File: config.mk
export PLATFORM = sky130hd
export DESIGN_NAME = band_switch_ctrl
export DESIGN_NICKNAME = d
export VERILOG_FILES = /design/src/rtl/bsw_pkg.sv /design/src/rtl/band_decoder.sv /design/src/rtl/step_sequencer.sv /design/src/rtl/step_timer.sv /design/src/rtl/motion_ctrl.sv /design/src/rtl/band_switch_ctrl.sv
export SDC_FILE = /design/constraint.sdc
export NUM_CORES = 1
export LEC_CHECK = 0
export BUFFER_PORTS_ARGS = -buffer_cell sky130_fd_sc_hd__buf_2
export CAP_MARGIN = 5
export CORE_MARGIN = 2
export CORE_UTILIZATION = 45
export DETAILED_ROUTE_END_ITERATION = 10
export HOLD_SLACK_MARGIN = 0.05
export PLACE_DENSITY = 0.73
export SETUP_SLACK_MARGIN = 0.2
export SLEW_MARGIN = 30
export SYNTH_ARGS = -nofsm -noshare
export SYNTH_HDL_FRONTEND = slang
export SYNTH_SLANG_ARGS = --single-unit
File: constraint.sdc
create_clock -name clk -period 4.25 [get_ports clk]
set_input_delay 0 -clock clk [delete_from_list [all_inputs] [get_ports clk]]
set_output_delay 0 -clock clk [all_outputs]
set_load 0.005 [all_outputs]
File: src/rtl/bsw_pkg.sv
package bsw_pkg;

  typedef enum logic [0:0] {
    MV_IDLE = 1'b0,
    MV_RUN  = 1'b1
  } mv_state_t;

  // Map a phase index onto the (A,B) drive pair: 0->00, 1->01, 2->11, 3->10
  function automatic logic [1:0] phase_ab(input logic [1:0] idx);
    phase_ab = {idx[1], idx[1] ^ idx[0]};
  endfunction

  function automatic logic [1:0] phase_step(input logic [1:0] idx, input logic fwd);
    phase_step = fwd ? idx + 2'd1 : idx - 2'd1;
  endfunction

endpackage

File: src/rtl/band_decoder.sv
module band_decoder #(
  parameter int CODE_W    = 5,
  parameter int NUM_BANDS = 25
) (
  input  logic                 clk,
  input  logic                 rst_n,
  input  logic [CODE_W-1:0]    code,
  output logic [NUM_BANDS-1:0] band_n,
  output logic                 invalid
);
  localparam logic [CODE_W-1:0] LAST_BAND = CODE_W'(NUM_BANDS - 1);

  for (genvar gi = 0; gi < NUM_BANDS; gi++) begin : g_line
    assign band_n[gi] = (code != CODE_W'(gi));
  end

  assign invalid = (code > LAST_BAND);

  AST_ONE_COLD: assert property (@(posedge clk) disable iff (!rst_n)
    (code <= LAST_BAND) |-> ($countones(~band_n) == 1 && !invalid))
    else $error("decoder not one-cold");

  AST_INVALID_ALL_HIGH: assert property (@(posedge clk) disable iff (!rst_n)
    invalid |-> (&band_n))
    else $error("band line low for invalid code");

endmodule

File: src/rtl/step_sequencer.sv
module step_sequencer
  import bsw_pkg::*;
(
  input  logic clk,
  input  logic rst_n,
  input  logic adv,
  input  logic fwd,
  output logic a1,
  output logic a2,
  output logic b1,
  output logic b2
);
  logic [1:0] idx_q;
  logic [1:0] ab;

  always_ff @(posedge clk or negedge rst_n) begin
    if (!rst_n)   idx_q <= 2'd0;
    else if (adv) idx_q <= phase_step(idx_q, fwd);
  end

  assign ab = phase_ab(idx_q);
  assign a1 = ab[1];
  assign a2 = ~ab[1];
  assign b1 = ab[0];
  assign b2 = ~ab[0];

  AST_FULL_STEP_ONLY: assert property (@(posedge clk) disable iff (!rst_n)
    $countones({a1, b1} ^ $past({a1, b1})) <= 1)
    else $error("phase jumped by more than one step");

  AST_HOLD_WITHOUT_ADV: assert property (@(posedge clk) disable iff (!rst_n)
    !adv |=> $stable({a1, b1}))
    else $error("phase moved without advance");

endmodule

File: src/rtl/step_timer.sv
module step_timer #(
  parameter int TMO_W = 8
) (
  input  logic clk,
  input  logic rst_n,
  input  logic clr,
  input  logic inc,
  output logic full
);
  logic [TMO_W-1:0] cnt_q;

  always_ff @(posedge clk or negedge rst_n) begin
    if (!rst_n)   cnt_q <= '0;
    else if (clr) cnt_q <= '0;
    else if (inc) cnt_q <= cnt_q + 1'b1;
  end

  assign full = &cnt_q;

  AST_NO_WRAP: assert property (@(posedge clk) disable iff (!rst_n)
    (full && !clr) |=> full)
    else $error("step counter wrapped");

endmodule

File: src/rtl/motion_ctrl.sv
module motion_ctrl
  import bsw_pkg::*;
#(
  parameter int CODE_W    = 5,
  parameter int NUM_BANDS = 25
) (
  input  logic              clk,
  input  logic              rst_n,
  input  logic              step_en,
  input  logic              cmd_valid,
  input  logic [CODE_W-1:0] cmd_code,
  input  logic              cmd_tx,
  input  logic              fb_n,
  input  logic              cnt_full,
  output logic              cmd_ready,
  output logic [CODE_W-1:0] held_code,
  output logic              motor_fwd,
  output logic              tx_mode,
  output logic              timeout_n,
  output logic              step_adv,
  output logic              cnt_clr
);
  localparam logic [CODE_W-1:0] LAST_BAND = CODE_W'(NUM_BANDS - 1);

  mv_state_t         state_q;
  logic [CODE_W-1:0] pos_q;
  logic              accept;
  logic              cmd_bad;

  assign cmd_ready = (state_q == MV_IDLE);
  assign accept    = cmd_valid && cmd_ready;
  assign cmd_bad   = (cmd_code > LAST_BAND);
  assign step_adv  = (state_q == MV_RUN) && step_en && fb_n && !cnt_full;
  assign cnt_clr   = accept;

  always_ff @(posedge clk or negedge rst_n) begin
    if (!rst_n) begin
      state_q   <= MV_IDLE;
      held_code <= '0;
      pos_q     <= '0;
      motor_fwd <= 1'b0;
      tx_mode   <= 1'b0;
      timeout_n <= 1'b1;
    end else begin
      case (state_q)
        MV_IDLE: begin
          if (accept) begin
            held_code <= cmd_code;
            tx_mode   <= cmd_tx;
            timeout_n <= 1'b1;
            if (!cmd_bad && cmd_code != pos_q) begin
              state_q   <= MV_RUN;
              motor_fwd <= (cmd_code > pos_q);
            end
          end
        end
        MV_RUN: begin
          if (step_en) begin
            if (!fb_n) begin
              state_q <= MV_IDLE;
              pos_q   <= held_code;
            end else if (cnt_full) begin
              state_q   <= MV_IDLE;
              timeout_n <= 1'b0;
            end
          end
        end
        default: state_q <= MV_IDLE;
      endcase
    end
  end

  AST_HOLD_WHILE_BUSY: assert property (@(posedge clk) disable iff (!rst_n)
    (state_q == MV_RUN) |=> $stable(held_code))
    else $error("held code changed during motion");

  AST_BAD_CODE_NO_MOTION: assert property (@(posedge clk) disable iff (!rst_n)
    (accept && cmd_bad) |=> cmd_ready)
    else $error("invalid code started motion");

  AST_TIMEOUT_IDLE: assert property (@(posedge clk) disable iff (!rst_n)
    !timeout_n |-> cmd_ready)
    else $error("timeout raised while moving");

  AST_POS_ONLY_ON_FEEDBACK: assert property (@(posedge clk) disable iff (!rst_n)
    !$stable(pos_q) |-> $past(!fb_n && step_en && state_q == MV_RUN))
    else $error("position changed without feedback");

endmodule

File: src/rtl/band_switch_ctrl.sv
module band_switch_ctrl #(
  parameter int CODE_W    = 5,
  parameter int NUM_BANDS = 25,
  parameter int TMO_W     = 8
) (
  input  logic                 clk,
  input  logic                 rst_n,
  input  logic                 step_en,
  input  logic                 cmd_valid,
  input  logic [CODE_W-1:0]    cmd_code,
  input  logic                 cmd_tx,
  output logic                 cmd_ready,
  input  logic                 fb_n,
  output logic [NUM_BANDS-1:0] band_n,
  output logic                 invalid_addr,
  output logic                 motor_fwd,
  output logic                 tx_mode,
  output logic                 timeout_n,
  output logic                 ph_a1,
  output logic                 ph_a2,
  output logic                 ph_b1,
  output logic                 ph_b2
);
  logic [CODE_W-1:0] held_code;
  logic              step_adv;
  logic              cnt_clr;
  logic              cnt_full;

  motion_ctrl #(.CODE_W(CODE_W), .NUM_BANDS(NUM_BANDS)) u_ctrl (
    .clk       (clk),
    .rst_n     (rst_n),
    .step_en   (step_en),
    .cmd_valid (cmd_valid),
    .cmd_code  (cmd_code),
    .cmd_tx    (cmd_tx),
    .fb_n      (fb_n),
    .cnt_full  (cnt_full),
    .cmd_ready (cmd_ready),
    .held_code (held_code),
    .motor_fwd (motor_fwd),
    .tx_mode   (tx_mode),
    .timeout_n (timeout_n),
    .step_adv  (step_adv),
    .cnt_clr   (cnt_clr)
  );

  band_decoder #(.CODE_W(CODE_W), .NUM_BANDS(NUM_BANDS)) u_dec (
    .clk     (clk),
    .rst_n   (rst_n),
    .code    (held_code),
    .band_n  (band_n),
    .invalid (invalid_addr)
  );

  step_timer #(.TMO_W(TMO_W)) u_tmr (
    .clk   (clk),
    .rst_n (rst_n),
    .clr   (cnt_clr),
    .inc   (step_adv),
    .full  (cnt_full)
  );

  step_sequencer u_seq (
    .clk   (clk),
    .rst_n (rst_n),
    .adv   (step_adv),
    .fwd   (motor_fwd),
    .a1    (ph_a1),
    .a2    (ph_a2),
    .b1    (ph_b1),
    .b2    (ph_b2)
  );

  AST_NO_STEP_WHEN_READY: assert property (@(posedge clk) disable iff (!rst_n)
    cmd_ready |=> $stable({ph_a1, ph_b1}))
    else $error("phases moved while idle");

endmodule

==> results of run 1 <==
-- power breakdown --
part	switching (mW)	internal, mW
Sequential	0.0809	0.300
Clock	0.0661	0.0523
Combinational	0.190	0.174
-- routing by layer --
layer,track usage [%],wire length (um),vias to the layer above,share of wire (%)
met5,0,0,-,0
met4,5.71,12,0,0.39
met3,2.38,161,2,5.3
met2,33.9,1510,34,49
met1,23.8,1370,582,45
li1,-,-,644,-
-- sequential cells by signal, indices dropped and copies added (netlist names) --
name / count
u_ctrl.held_code: 5
u_ctrl.motor_fwd: 1
u_ctrl.pos_q: 5
u_ctrl.state_q: 1
u_ctrl.timeout_n: 1
u_ctrl.tx_mode: 1
u_seq.idx_q: 2
u_tmr.cnt_q: 8
-- cell families after synthesis --
family / synth area share, %
simple gates: 29.1
flops: 42.3
buf+inv: 5.55
fa+ha+maj: 5.28
mux: 5.37
xor+xnor: 2.47
compound gates: 9.86
-- layout make-up --
type                            count  area share [%]
Sequential cell                    24            33.7
Inverter                           11            2.31
Multi-Input combinational cell    121            41.5
Clock buffer                        4            2.03
Tap cell                           44            3.08
Timing Repair Buffer               53            17.4
-- through the flow --
stage / power [mW] / worst slack (ns) / hold WS, ns
2_1_floorplan: 0.616 / 2.76 / -0.296
3_3_place_gp: 0.733 / 2.69 / 0.0126
3_5_place_dp: 0.743 / 2.67 / 0.0136
4_1_cts: 0.872 / 2.25 / 0.0808
5_1_grt: 0.948 / 2.05 / 0.126
6_report: 0.863 / 2.26 / 0.0951
-- final timing paths --
check | startpoint | cells after the start | to | slack (ns)
worst max-delay path | u_ctrl.state_q$_DFF_PN0_ | 5 | u_ctrl.state_q$_DFF_PN0_ | 2.26
worst min-delay path | fb_n | 4 | u_ctrl.timeout_n$_DFFE_PN1P_ | 0.1
worst max register to register | u_ctrl.state_q$_DFF_PN0_ | 5 | u_ctrl.state_q$_DFF_PN0_ | 2.26
worst min register to register | u_ctrl.tx_mode$_DFFE_PN0P_ | 2 | u_ctrl.tx_mode$_DFFE_PN0P_ | 0.50
max in group asynchronous | rst_n | 2 | u_ctrl.timeout_n$_DFFE_PN1P_ | 3.69
min in group asynchronous | rst_n | 2 | u_seq.idx_q[0]$_DFFE_PN0P_ | 0.18
-- cell usage in the layout, fill, tap and decap left out, types with 2 or more instances in the layout --
| cell | synthesis | layout |
|---|---|---|
| nand3_1 | 7 | 7 |
| and3b_1 | 2 | 2 |
| dfrtp_1 | 23 | 23 |
| a31oi_1 | 4 | 4 |
| dlygate4sd3_1 | 0 | 9 |
| nor2b_1 | 3 | 3 |
| nor2_1 | 6 | 6 |
| and2_1 | 2 | 2 |
| mux2_2 | 5 | 5 |
| xnor2_1 | 2 | 2 |
| nand2_1 | 46 | 46 |
| xor2_1 | 2 | 2 |
| and3_1 | 2 | 2 |
| buf_2 | 3 | 44 |
| ha_1 | 6 | 6 |
| o21ai_0 | 7 | 7 |
| a21oi_1 | 2 | 2 |
| nor3b_1 | 3 | 3 |
| inv_1 | 11 | 11 |
| mux2i_1 | 2 | 2 |
| nor3_1 | 3 | 3 |
| clkbuf_4 | 0 | 3 |
| nand2b_1 | 2 | 2 |
-- critical path: cells and delay by family, from the launching register on --
family | cells | cell delay [ns]
AO/OA/AOI/OAI | 3 | 0.47
buffers and inverters | 1 | 0.56
flip-flops | 1 | 0.47
AND/OR/NAND/NOR | 1 | 0.44
==> results.cfg, run 1 <==
[clocking]
cts_buffer_depth = 2
ctsHtreeMaxLevel = 1
cts_resized = 0
clock_latency_ns = 0.31
clock-sinks = 24
cts_tree = done
path_clk_slew_ns = 0.13
ctsHoldBuffers = 9
cts_inserted_buffers = 3
post_cts.repair.setup_buffers = 0
root_buffer = clkbuf_4

[floorplan]
dieArea_um2 = 3620
io_pins = 45
initial_core_util_pct = 46.9
rows = 20
die_h_um = 60.2
dieWidth_um = 60.2
core-area_um2 = 3030

[job]
max_cap_viol_count = 0

[sta]
rsz0062_at_grt = no
fin_crit_ns = 1.99
skew_ns = 0.0121
tns_ns = 0
final_hold_viol_count = 0
maxSlewHeadroom_pct = 60.4
slew_viol_final = 0
worst_pin_slew_ns = 0.594
fin_crit_sh_pct = 46.8
setup_viol = 0
timing.fmax_mhz = 503

[hold_path]
min_path_type = in -> reg

[global_routing]
grt-ovfl-total = 0
gr-usage-all-layers_pct = 19.0
grt_max_degree = 25
grt_antenna_before_repair = 0
grt_pass1_vias = 1149
grt_first_pass_wirelength_um = 5170

[layout]
fin_nets = 231
multi_input_area_um2 = 741
drive_gt1_share_pct = 28.2
fin_util_pct = 59.0
final_cells = 257
area_growth_syn_to_layout_pct = 25.6
fillCellCount = 276
final-seq-area_um2 = 602
antenna_cells = 0
design_area_um2 = 1790

[yosys]
syn_avg_cell_area_um2 = 8.72
yosys_warnings = 0
synth.yosys.seq_area_share_pct = 42.3
synth_common_cells = nand2_1, dfrtp_1, inv_1
synth_area_leaders = dfrtp_1, nand2_1, ha_1
ys_ff_latch = 24
syn-num-nets = 180
synthMostInstantiatedCell = nand2_1
synth_edf_count = 0
synth_cell_type_count = 39
yosysTopAreaCellShare_pct = 40.5
async_flop_share_pct = 100
ys.flop_type = dfrtp_1
syn-instance-count = 163
syn_area_um2 = 1420
yosys.area.top_type = dfrtp_1

[worst_setup_path]
path_cells = nand2b_1, a211oi_2, a31oi_1, o21ai_0, dlygate4sd3_1
cp_slowest_stage_delay_ns = 0.56
endpoint_kind = register
critPathKind = reg -> reg
cp_max_fo = 15
setup.worst_path.start_class = register
worst_ep_required_time_ns = 4.51
critPathSlowestCell = dlygate4sd3_1
crit_arrival_ns = 2.25

[place]
dp.cells = 244
place_congestion = 0.892
place_hpwl_um = 2290
port_buffers = 44
dpl_cell_area_um2 = 1660

[detailed_routing]
wl_per_cell_um = 11.9
drt_iter0_drc = 41
drc = 0
drtPass1Iterations = 4
drt_wl_total_um = 3050
final_antenna_net_count = 0
avgViaCountPerCell = 4.91
num_vias = 1262

[power]
peakVddDrop_mv = 0.280
power.density_nw_per_um2 = 484
p_leak_nw = 0.822

[run_status]
outcome = finished clean
(Power assumes the default switching activity.)
==> inputs of run 2 (changes only) <==
--- a/config.mk
+++ b/config.mk
@@ -11,7 +11,7 @@
 export CORE_UTILIZATION = 45
 export DETAILED_ROUTE_END_ITERATION = 10
 export HOLD_SLACK_MARGIN = 0.05
-export PLACE_DENSITY = 0.73
+export PLACE_DENSITY = 0.76
 export SETUP_SLACK_MARGIN = 0.2
 export SLEW_MARGIN = 30
 export SYNTH_ARGS = -nofsm -noshare
==> constraint.sdc (replaced) <==
create_clock -name clk -period 1.8 [get_ports clk]
set_input_delay 0 -clock clk [delete_from_list [all_inputs] [get_ports clk]]
set_output_delay 0 -clock clk [all_outputs]
set_load 0.005 [all_outputs]
==> run 2 against run 1 <==
  * Via count is 1.0% higher
  * Die area unchanged
  * Hold slack better by 0.0022 ns
  * Sequential power up 140%
  * Wire length fell by 0.43%
  * Register-to-register slack got worse by 2.0 ns
  * Combinational power increased by 140%
  * Largest cell class unchanged
  * Largest power group unchanged
==> results.cfg, run 2 (synthesis gave the netlist of run 1 again) <==
[run_status]
outcome = finished clean

[place]
place_hpwl_um = 2340
place_congestion = 0.836
port_buffers = 44
dpl_cell_area_um2 = 1670
dpl_worst_slack_ns = 0.212

[floorplan]
dieWidth_um = 60.2
rows = 20
die_h_um = 60.2
core-area_um2 = 3030
initial_core_util_pct = 46.9
io_pins = 45
dieArea_um2 = 3620

[detailed_routing]
num_vias = 1275
wl_per_cell_um = 11.8
drtPass1Iterations = 5
wl_met2_um = 1500
drc = 0
avgViaCountPerCell = 4.94
top_layer = met4
drt_iter0_drc = 45
route.met3.wl_um = 171
drt_wl_total_um = 3030
drt-met1-wl_um = 1350
final_antenna_net_count = 0

[power]
power.density_nw_per_um2 = 1140
peakVddDrop_mv = 0.596
finalPower_mw = 2.05
p_leak_nw = 0.825

[sta]
setup_viol = 0
rsz0062_at_grt = yes
slew_viol_final = 0
fin_crit_sh_pct = 83.5
skew_ns = 0.00861
timing.fmax_mhz = 666
fin_crit_ns = 1.50
worst_pin_slew_ns = 0.533
fin_ws_ns = 0.298
tns_ns = 0
whs_ns = 0.0973
final_hold_viol_count = 0
maxSlewHeadroom_pct = 64.5

[layout]
largest_register_ffs = 8
final_cell_mix = nand2_1, buf_2, dfrtp_1, inv_1, dlygate4sd3_1
fin_nets = 232
final_common_cell = nand2_1
design_area_um2 = 1800
antenna_cells = 0
top_regs = u_tmr.cnt_q: 8 flops, u_ctrl.held_code: 5 flops, u_ctrl.pos_q: 5 flops
drive_gt1_share_pct = 29.4
regMostFlops = u_tmr.cnt_q
area_growth_syn_to_layout_pct = 26.3

[clocking]
cts_buffer_depth = 2
cts_tree = done
path_clk_slew_ns = 0.13
clock_latency_ns = 0.31
root_buffer = clkbuf_4
clock-sinks = 24
ctsHtreeMaxLevel = 1
cts_inserted_buffers = 3
post_cts.repair.setup_buffers = 0

[worst_setup_path]
reg2reg_slack_ns = 0.30
critPathKind = reg -> out
r2r-end = u_tmr.cnt_q[4]$_DFFE_PN0P_
cp_max_fo = 10
setup.worst_path.start_class = register
endpoint_kind = primary output
ff2ff_path_depth = 5
crit_path_start = u_ctrl.held_code[4]$_DFFE_PN0P_
rr_startpoint = u_tmr.cnt_q[0]$_DFFE_PN0P_
crit_arrival_ns = 1.50
worst_ep_required_time_ns = 1.80

[hold_path]
holdPathStages = 5
min_path_type = in -> reg
hold-path-endpoint = u_ctrl.motor_fwd$_DFFE_PN0P_
hold_start = cmd_valid

[global_routing]
gr-usage-all-layers_pct = 18.8
grt_antenna_before_repair = 0
grt_first_pass_wirelength_um = 5140
grt_max_degree = 25
grt_pass1_vias = 1232
grt-ovfl-total = 0

[job]
max_cap_viol_count = 0
[run 2: stage by stage]
step | util (%) | instances
2_1_floorplan | - | 163
3_3_place_gp | 55.0 | 245
3_5_place_dp | 55.0 | 245
4_1_cts | 59.2 | 258
5_1_grt | 59.3 | 258
6_report | 59.3 | 258
[run 2: final cells by class]
cell class,count,area [um2]
Fill cell,271,1230
Clock buffer,4,36.3
Timing Repair Buffer,54,318
Inverter,11,41.3
Tap cell,44,55.1
Multi-Input combinational cell,121,743
Sequential cell,24,602
[run 2: report_power, final]
part           switching (mW)  leakage (nW)  internal (mW)
Clock                   0.155        0.0210          0.123
Combinational           0.456         0.502          0.415
Sequential              0.190         0.302          0.708
[run 2: critical path, stage by stage (launching register included)]
cell	delay, ns
dfrtp_1	0.51
nor3b_1	0.44
nand2_1	0.10
buf_2	0.14
[run 2: how the worst max path moves through the flow]
stage / endpoint / slack [ns]
5_1_grt: band_n[10] / 0.16
6_report: band_n[4] / 0.30
3_5_place_dp: u_tmr.cnt_q[4]$_DFFE_PN0P_ / 0.21
3_3_place_gp: u_tmr.cnt_q[4]$_DFFE_PN0P_ / 0.24
4_1_cts: u_tmr.cnt_q[4]$_DFFE_PN0P_ / 0.24
2_1_floorplan: u_tmr.cnt_q[4]$_DFFE_PN0P_ / 0.31
[run 2: what timing repair did]
item | 4_1_cts | 5_1_grt
hold endpoints to repair | 31 | 0
hold buffers | 9 | 0
gates resized for setup | 1 | 1
endpoints found under the setup margin | 1 | 14
[run 2: routing by layer]
| metal | GRT usage [%] | vias up |
|---|---|---|
| met5 | 0 | - |
| met4 | 5.40 | 0 |
| met3 | 3.25 | 2 |
| met2 | 34.2 | 36 |
| met1 | 22.5 | 590 |
| li1 | - | 647 |
